## config.mk

```make
export PLATFORM = sky130hd
export DESIGN_NAME = flash_status_flags
export DESIGN_NICKNAME = d
export VERILOG_FILES = /design/src/rtl/fsf_pkg.sv /design/src/rtl/fsf_read_done.sv /design/src/rtl/fsf_toggle.sv /design/src/rtl/fsf_block_lookup.sv /design/src/rtl/flash_status_flags.sv
export SDC_FILE = /design/constraint.sdc
export NUM_CORES = 1
export LEC_CHECK = 0
export BUFFER_PORTS_ARGS = -buffer_cell sky130_fd_sc_hd__buf_2
export CAP_MARGIN = 40
export CORE_MARGIN = 1
export CORE_UTILIZATION = 33
export DETAILED_ROUTE_END_ITERATION = 10
export GPL_TIMING_DRIVEN = 0
export PLACE_DENSITY = 0.73
export SLEW_MARGIN = 20
export SYNTH_ARGS = -nofsm -noshare
export SYNTH_HDL_FRONTEND = slang
export SYNTH_SLANG_ARGS = --single-unit
```

## constraint.sdc

```tcl
create_clock -name clk -period 1.4 [get_ports clk]
set_input_delay 0.07 -clock clk [delete_from_list [all_inputs] [get_ports clk]]
set_output_delay 0.07 -clock clk [all_outputs]
set_load 0.05 [all_outputs]
```

## src/rtl/fsf_pkg.sv

```systemverilog
package fsf_pkg;
  typedef struct packed {
    logic poll;      // bit 7
    logic tog_any;   // bit 6
    logic err;       // bit 5
    logic rsv4;      // bit 4
    logic started;   // bit 3
    logic tog_blk;   // bit 2
    logic [1:0] rsv; // bits 1:0
  } status_t;

  function automatic logic [7:0] pack_status(input logic poll, input logic t6,
                                             input logic err, input logic started,
                                             input logic t2);
    status_t s;
    s.poll    = poll;
    s.tog_any = t6;
    s.err     = err;
    s.rsv4    = 1'b0;
    s.started = started;
    s.tog_blk = t2;
    s.rsv     = 2'b00;
    return s;
  endfunction
endpackage

```

## src/rtl/fsf_read_done.sv

```systemverilog
module fsf_read_done (
  input  logic clk,
  input  logic rst,
  input  logic strobe,
  output logic done
);
  logic strobe_q;

  always_ff @(posedge clk) begin
    if (rst) strobe_q <= 1'b0;
    else     strobe_q <= strobe;
  end

  assign done = strobe_q & ~strobe;
endmodule

```

## src/rtl/fsf_toggle.sv

```systemverilog
module fsf_toggle (
  input  logic clk,
  input  logic rst,
  input  logic clr,
  input  logic en,
  output logic q
);
  always_ff @(posedge clk) begin
    if (rst || clr) q <= 1'b0;
    else if (en)    q <= ~q;
  end

  AST_TOGGLE_HOLD: assert property (@(posedge clk) disable iff (rst)
    (!en && !clr) |=> $stable(q));
  AST_TOGGLE_CLR: assert property (@(posedge clk) disable iff (rst)
    clr |=> !q);
endmodule

```

## src/rtl/fsf_block_lookup.sv

```systemverilog
module fsf_block_lookup #(
  parameter int NUM_BLOCKS = 8,
  parameter int ADDR_W     = 12,
  parameter int BLK_SHIFT  = 9
) (
  input  logic [ADDR_W-1:0]     addr,
  input  logic [NUM_BLOCKS-1:0] sel_mask,
  input  logic [NUM_BLOCKS-1:0] bad_mask,
  output logic                  sel_hit,
  output logic                  bad_hit
);
  logic [ADDR_W-1:0] blk;
  assign blk = addr >> BLK_SHIFT;

  logic [NUM_BLOCKS-1:0] onehot;
  for (genvar i = 0; i < NUM_BLOCKS; i++) begin : g_dec
    assign onehot[i] = (blk == ADDR_W'(i));
  end

  assign sel_hit = |(onehot & sel_mask);
  assign bad_hit = |(onehot & bad_mask);
endmodule

```

## src/rtl/flash_status_flags.sv

```systemverilog
module flash_status_flags
  import fsf_pkg::*;
#(
  parameter int NUM_BLOCKS = 8,
  parameter int ADDR_W     = 12,
  parameter int BLK_SHIFT  = ADDR_W - $clog2(NUM_BLOCKS)
) (
  input  logic                  clk,
  input  logic                  rst,
  input  logic                  op_start,
  input  logic                  op_prog,
  input  logic                  op_erase,
  input  logic                  erase_window,
  input  logic                  erase_chip,
  input  logic                  suspended,
  input  logic                  op_fail,
  input  logic                  clr_err,
  input  logic                  prog_bit7,
  input  logic [ADDR_W-1:0]     rd_addr,
  input  logic                  rd_strobe,
  input  logic [NUM_BLOCKS-1:0] erase_mask,
  input  logic [NUM_BLOCKS-1:0] fail_mask,
  input  logic [7:0]            array_data,
  output logic [7:0]            rd_data,
  output logic                  ready
);
  localparam logic [NUM_BLOCKS-1:0] ALL_BLOCKS = '1;

  logic done, t6, t2, err_q;
  logic sel_hit, bad_hit;
  logic erase_run, erase_susp, busy;
  logic [NUM_BLOCKS-1:0] sel_mask;

  assign sel_mask   = erase_chip ? ALL_BLOCKS : erase_mask;
  assign erase_run  = op_erase & ~op_prog & ~suspended;
  assign erase_susp = op_erase & ~op_prog & suspended;
  assign busy       = op_prog | erase_run;

  fsf_read_done u_done (.clk(clk), .rst(rst), .strobe(rd_strobe), .done(done));

  fsf_block_lookup #(.NUM_BLOCKS(NUM_BLOCKS), .ADDR_W(ADDR_W), .BLK_SHIFT(BLK_SHIFT)) u_lookup (
    .addr(rd_addr), .sel_mask(sel_mask), .bad_mask(fail_mask),
    .sel_hit(sel_hit), .bad_hit(bad_hit)
  );

  logic t6_en, t2_en;
  assign t6_en = done & busy;
  assign t2_en = done & op_erase & ~op_prog & (err_q ? bad_hit : sel_hit);

  fsf_toggle u_t6 (.clk(clk), .rst(rst), .clr(op_start), .en(t6_en), .q(t6));
  fsf_toggle u_t2 (.clk(clk), .rst(rst), .clr(op_start), .en(t2_en), .q(t2));

  always_ff @(posedge clk) begin
    if (rst || clr_err) err_q <= 1'b0;
    else if (op_fail)   err_q <= 1'b1;
  end

  logic [7:0] nxt;
  always_comb begin
    if (op_prog)
      nxt = pack_status(~prog_bit7, t6, err_q, 1'b0, 1'b0);
    else if (erase_susp)
      nxt = sel_hit ? pack_status(1'b1, t6, err_q, 1'b0, t2) : array_data;
    else if (op_erase)
      nxt = pack_status(1'b0, t6, err_q, erase_chip | ~erase_window, t2);
    else
      nxt = array_data;
  end

  always_ff @(posedge clk) begin
    if (rst) begin
      rd_data <= 8'h00;
      ready   <= 1'b1;
    end else begin
      rd_data <= nxt;
      ready   <= ~busy;
    end
  end

  AST_ERR_STICKY: assert property (@(posedge clk) disable iff (rst)
    (err_q && !clr_err) |=> err_q);
  AST_PROG_POLL: assert property (@(posedge clk) disable iff (rst)
    op_prog |=> (rd_data[7] == !$past(prog_bit7)));
  AST_PROG_RSV_ZERO: assert property (@(posedge clk) disable iff (rst)
    op_prog |=> (rd_data[4:0] == 5'b0));
  AST_T6_FROZEN: assert property (@(posedge clk) disable iff (rst)
    (erase_susp && !op_start) |=> $stable(t6));
  AST_T2_IDLE: assert property (@(posedge clk) disable iff (rst)
    (!op_erase && !op_start) |=> $stable(t2));
  AST_BUSY_LOW: assert property (@(posedge clk) disable iff (rst)
    erase_run |=> !ready);
endmodule

```

; ---- Yosys cells after proc, flatten, opt, wreduce, memory -nomap -nowiden
; Index checks and enable logic that the tools add are counted.
[op_classes]
eq_ne = 7
mux = 6
n_reduce_logical = 6
bitwise = 20
[op_table]
columns = op, count
row1 = $mux 8, 5
row2 = $and 8x8->8, 2
row3 = $reduce_or 8->1, 2
row4 = $eq 3x3->1 const B, 4
row5 = $logic_not 12->1, 1
row6 = $and 1x1->1, 8
row7 = $not 1->1, 8
row8 = $eq 3x2->1 const B, 2
row9 = $eq 3x1->1 const B, 1
row10 = $logic_or 1x1->1, 2
row11 = $or 1x1->1, 2
row12 = $reduce_or 2->1, 1
row13 = $mux 1, 1
[word_totals]
in_bits = 48
wordCells = 46
register_bits = 13
out_inout_bits = 9

; ---- Logic depth before layout (Yosys ltp)
[logic_depth]
depth_word = 6
mapped_depth = 6

; ---- By module
; Synthesis repeated with hierarchy kept, for this count alone.
[hier_totals]
cells_unflattened = 70
hier_area_um2 = 735.7
[modules_own_cells]
columns = module, seq_area_each_um2, n_inst, area_each_um2, cells_each
row1 = flash_status_flags, 200.2, 1, 495.5, 55
row2 = fsf_block_lookup, 0.0, 1, 127.6, 6
row3 = fsf_toggle, 20.0, 2, 38.8, 3
row4 = fsf_read_done, 20.0, 1, 35.0, 3

; ---- Worst setup path before layout
; Ideal clock, no wire load.
[synth_path]
path_kind = in2reg
start = input port rd_addr[9]
end = register rd_data[7]
path_stages = 6
arrival_time_ns = 1.208
required_ns = 1.269
path_slack_ns = 0.062
cell_sequence = buf_6 mux2_4 a221oi_2 nand2_2 a221oi_1 nor3_1
[synth_via]
elab_chain_cells = 6
[synth_rtl]
columns = item, line_no
row1 = from (decl), flash_status_flags.sv:19  ; input logic [ADDR_W-1:0] rd_addr,
row2 = $logic_not 12->1 (tied with other cells), fsf_block_lookup.sv:17  ; assign onehot[i] = (blk == ADDR_W'(i));
row3 = $and 8x8->8 *, fsf_block_lookup.sv:20  ; assign sel_hit = |(onehot & sel_mask);
row4 = $reduce_or 8->1 *, fsf_block_lookup.sv:20
row5 = $mux 8 *, flash_status_flags.sv:63  ; nxt = sel_hit ? pack_status(1'b1, t6, err_q, 1'b0, t2) : array_data;
row6 = $mux 8 *, flash_status_flags.sv:62  ; else if (erase_susp)
row7 = $mux 8 *, flash_status_flags.sv:60  ; if (op_prog)
row8 = to (signal assigned), flash_status_flags.sv:75  ; rd_data <= nxt;
row9 = to (decl), flash_status_flags.sv:24  ; output logic [7:0] rd_data,
; Mark *: on every way between the ends. The rest lies on a longest branch, timed or not.
; A chain may end at the register's enable or synchronous reset.

; ---- Worst setup path after layout
[layout_path]
start = register u_done.strobe_q
end = register u_t2.q
[layout_via]
elab_chain_cells = 4
[layout_rtl]
columns = item, line_no
row1 = from (decl), fsf_read_done.sv:7  ; logic strobe_q;
row2 = from (signal assigned), fsf_read_done.sv:11  ; else strobe_q <= strobe;
row3 = $and 1x1->1, fsf_read_done.sv:14  ; assign done = strobe_q & ~strobe;
row4 = $and 1x1->1 (3 in a row), flash_status_flags.sv:48  ; assign t2_en = done & op_erase & ~op_prog & (err_q ? bad_hit : sel_hit);
row5 = to (signal assigned), fsf_toggle.sv:10  ; else if (en) q <= ~q;
row6 = to (decl), fsf_toggle.sv:6  ; output logic q
; No other way between the ends.

==> flow_summary.toml <==
[status]
status = "completed"

[power_and_ir_drop]
peakVddDrop_mv = 0.339
leakagePower_uw = 0.000503
powerDensity_nw_per_um2 = 833

[global_routing]
antenna_found_initial = 0
grt_util_met3 = 0.0340
grt_max_degree = 11
grt_pass1_wl_um = 2300
grt_pass1_vias = 553
grtUsageMet1 = 0.187
grt_busiest_layer = "met2"
grt_use_met2 = 0.244
grt_overflow_total = 0
track_usage = 0.151

[yosys]
synth_nets = 114
synth-simple-area-share = 0.199
ys_seq_elements = 13
yosys.area_share.xor_xnor = 0.0128
netlist_instances = 66
synth_area_um2 = 687
synth-seq-area-share = 0.379
muxShareOfSynthArea = 0.211
synth_top_family_by_area = "multiplexers"
syn_avg_cell_area_um2 = 10.4
ys_types = 30
yosys.area_share.adder = 0
synth_compound_area_frac = 0.149
yosysWarnings = 0

[clock_tree]
cts.clk_slew.worst_paths_ns = 0.08
root_buffer = "clkbuf_4"
cts_buffers = 3
post_cts_buffers = 0
clk_path_buf_depth = 2
clkLatencyLatePin_ns = 0.27
cts.sinks = 13
cts_resized = 0
h-tree-depth = 1
cts_tree = "built"

[routing]
wl_per_cell_um = 11.0
drc_errors = 0
antenna_left = 0
dr_total_vias = 691
wl_um = 1580
first_pass_iters = 4
drt_iter0_markers = 7
viasPerCell = 4.80

[sta]
fmax_mhz = 831
grt_setup_unrepaired = "false"
setup_tns_ns = 0
timing.clock.skew_ns = 0.00250
drv_slew = 0
setup_violations = 0
slew_headroom = 0.731
fin_crit_sh = 0.860
finalHoldViolations = 0
tightestPinTransition_ns = 0.403
finalCriticalPeriod_ns = 1.20

[worst_setup_path]
worstPathCellList = "nor4bb_1, o31a_1, o221ai_2, mux2i_1"
path_delay_family = "simple AND/OR/NAND/NOR gates"
critPathCaptureType = "flip-flop"
crit_fanout = 2
slowest_delay_ns = 0.34
cp-start-kind = "flip-flop"
critical_path_class = "flip-flop to flip-flop"
cp.required_ns = 1.56
cp_num_buf_inv = 0
slowest_stage = "nor4bb_1"
arrival_ns = 1.37

[die]
start_util = 0.350
io-pin-count = 57
die_h_um = 47.6
dieArea_um2 = 2270
fp.coreArea_um2 = 1960
dieWidth_um = 47.6
rows = 16

[layout]
layout-drive-gt1-share = 0.470
multiInputGateArea_um2 = 393
final_cell_mix = "45 x buf_2, 13 x dfxtp_1, 6 x nor2_1"
nNetsFinal = 166
nFillCells = 209
layout_commonest_cell = "buf_2"
seq_area_um2 = 260
areaGrowthSynthToFinish_pct = 44.4
instances_no_fill = 144
insertedDiodeCount = 0

[placed_design]
dp_hpwl_um = 1270
routabilityCongestion = 0.750
dp.cells = 138
io_buffers = 45

[worst_hold_path]
hold_path_class = "input pin to flip-flop"

[run]
cap_violations = 0
[routing by layer]
layer  vias to the layer above  wire (um)
li1                        342          -
met1                       303        666
met2                        44        751
met3                         2        156
met4                         0         11
met5                         -          0
[flip-flops by register name (all words and copies together) (netlist names)]
signal,cells
err_q,1
u_t6.q,1
u_t2.q,1
rd_data,8
ready,1
u_done.strobe_q,1
[worst paths after layout]
| path | startpoint | end | slack, ns | depth (start not counted) |
|---|---|---|---|---|
| max | u_done.strobe_q$_SDFF_PP0_ | u_t2.q$_SDFFE_PP0P_ | 0.20 | 4 |
| min | array_data[3] | rd_data[3]$_SDFF_PP0_ | 0.02 | 2 |
| max reg2reg | u_done.strobe_q$_SDFF_PP0_ | u_t2.q$_SDFFE_PP0P_ | 0.20 | 4 |
| min reg2reg | u_t2.q$_SDFFE_PP0P_ | u_t2.q$_SDFFE_PP0P_ | 0.48 | 2 |
[logic make-up after synthesis]
logic type      count (synthesis)
simple gates                   26
flops                          13
compound gates                 10
mux                             9
buf+inv                         7
xor+xnor                        1
[area by class of cell]
class,instances,area share
Buffer,2,0.0151
Clock buffer,4,0.0265
Inverter,5,0.0189
Multi-Input combinational cell,46,0.396
Sequential cell,13,0.262
Tap cell,27,0.0340
Timing Repair Buffer,47,0.247
[cells in the mapped netlist (all sizes together)]
master | number | area [um^2]
dfxtp | 13 | 260
nand2 | 6 | 25.0
nor2 | 6 | 22.5
inv | 5 | 18.8
mux2i | 4 | 40.0
and3 | 3 | 18.8
mux4 | 3 | 78.8
nor3 | 3 | 15.0
a21oi | 2 | 10.0
a221oi | 2 | 23.8
mux2 | 2 | 26.3
nor2b | 2 | 12.5
a31o | 1 | 8.76
a41oi | 1 | 8.76
and2 | 1 | 6.26
buf | 1 | 11.3
clkbuf | 1 | 3.75
nand2b | 1 | 6.26
nor3b | 1 | 7.51
nor4bb | 1 | 10.0
o2111a | 1 | 11.3
o21ai | 1 | 16.3
o221ai | 1 | 15.0
o31a | 1 | 8.76
or2 | 1 | 6.26
or3 | 1 | 6.26
xnor2 | 1 | 8.76
[worst reg2reg max path, cell delays in order, from the launching register on]
cell and delay (ns):
dfxtp_1 0.33, nor4bb_1 0.34, o31a_1 0.21, o221ai_2 0.09
mux2i_1 0.13
[timing repair]
item	in CTS	in global routing
setup endpoints to repair	0	0
hold buffers	2	0
hold endpoints to repair	2	0
[stage by stage]
| step | total power, uW | cell area, um^2 | hold WS (ns) | util | setup WS (ns) |
|---|---|---|---|---|---|
| after floorplan | 524 | 687 | 0.147 | - | 0.0615 |
| after global placement | 600 | 946 | 0.237 | 0.482 | -0.0363 |
| after detailed placement | 605 | 946 | 0.238 | 0.482 | -0.0845 |
| after CTS | 835 | 992 | 0.0116 | 0.506 | 0.202 |
| after global routing | 877 | 992 | 0.0205 | 0.506 | 0.104 |
| final | 826 | 992 | 0.0150 | 0.506 | 0.197 |
[power breakdown]
group / switching (uW) / internal [uW] / leakage [uW]
registers: 5.31 / 385 / 0.000107
logic: 114 / 95.9 / 0.000381
clock network: 116 / 110 / 0.0000150
(Power assumes the default switching activity.)
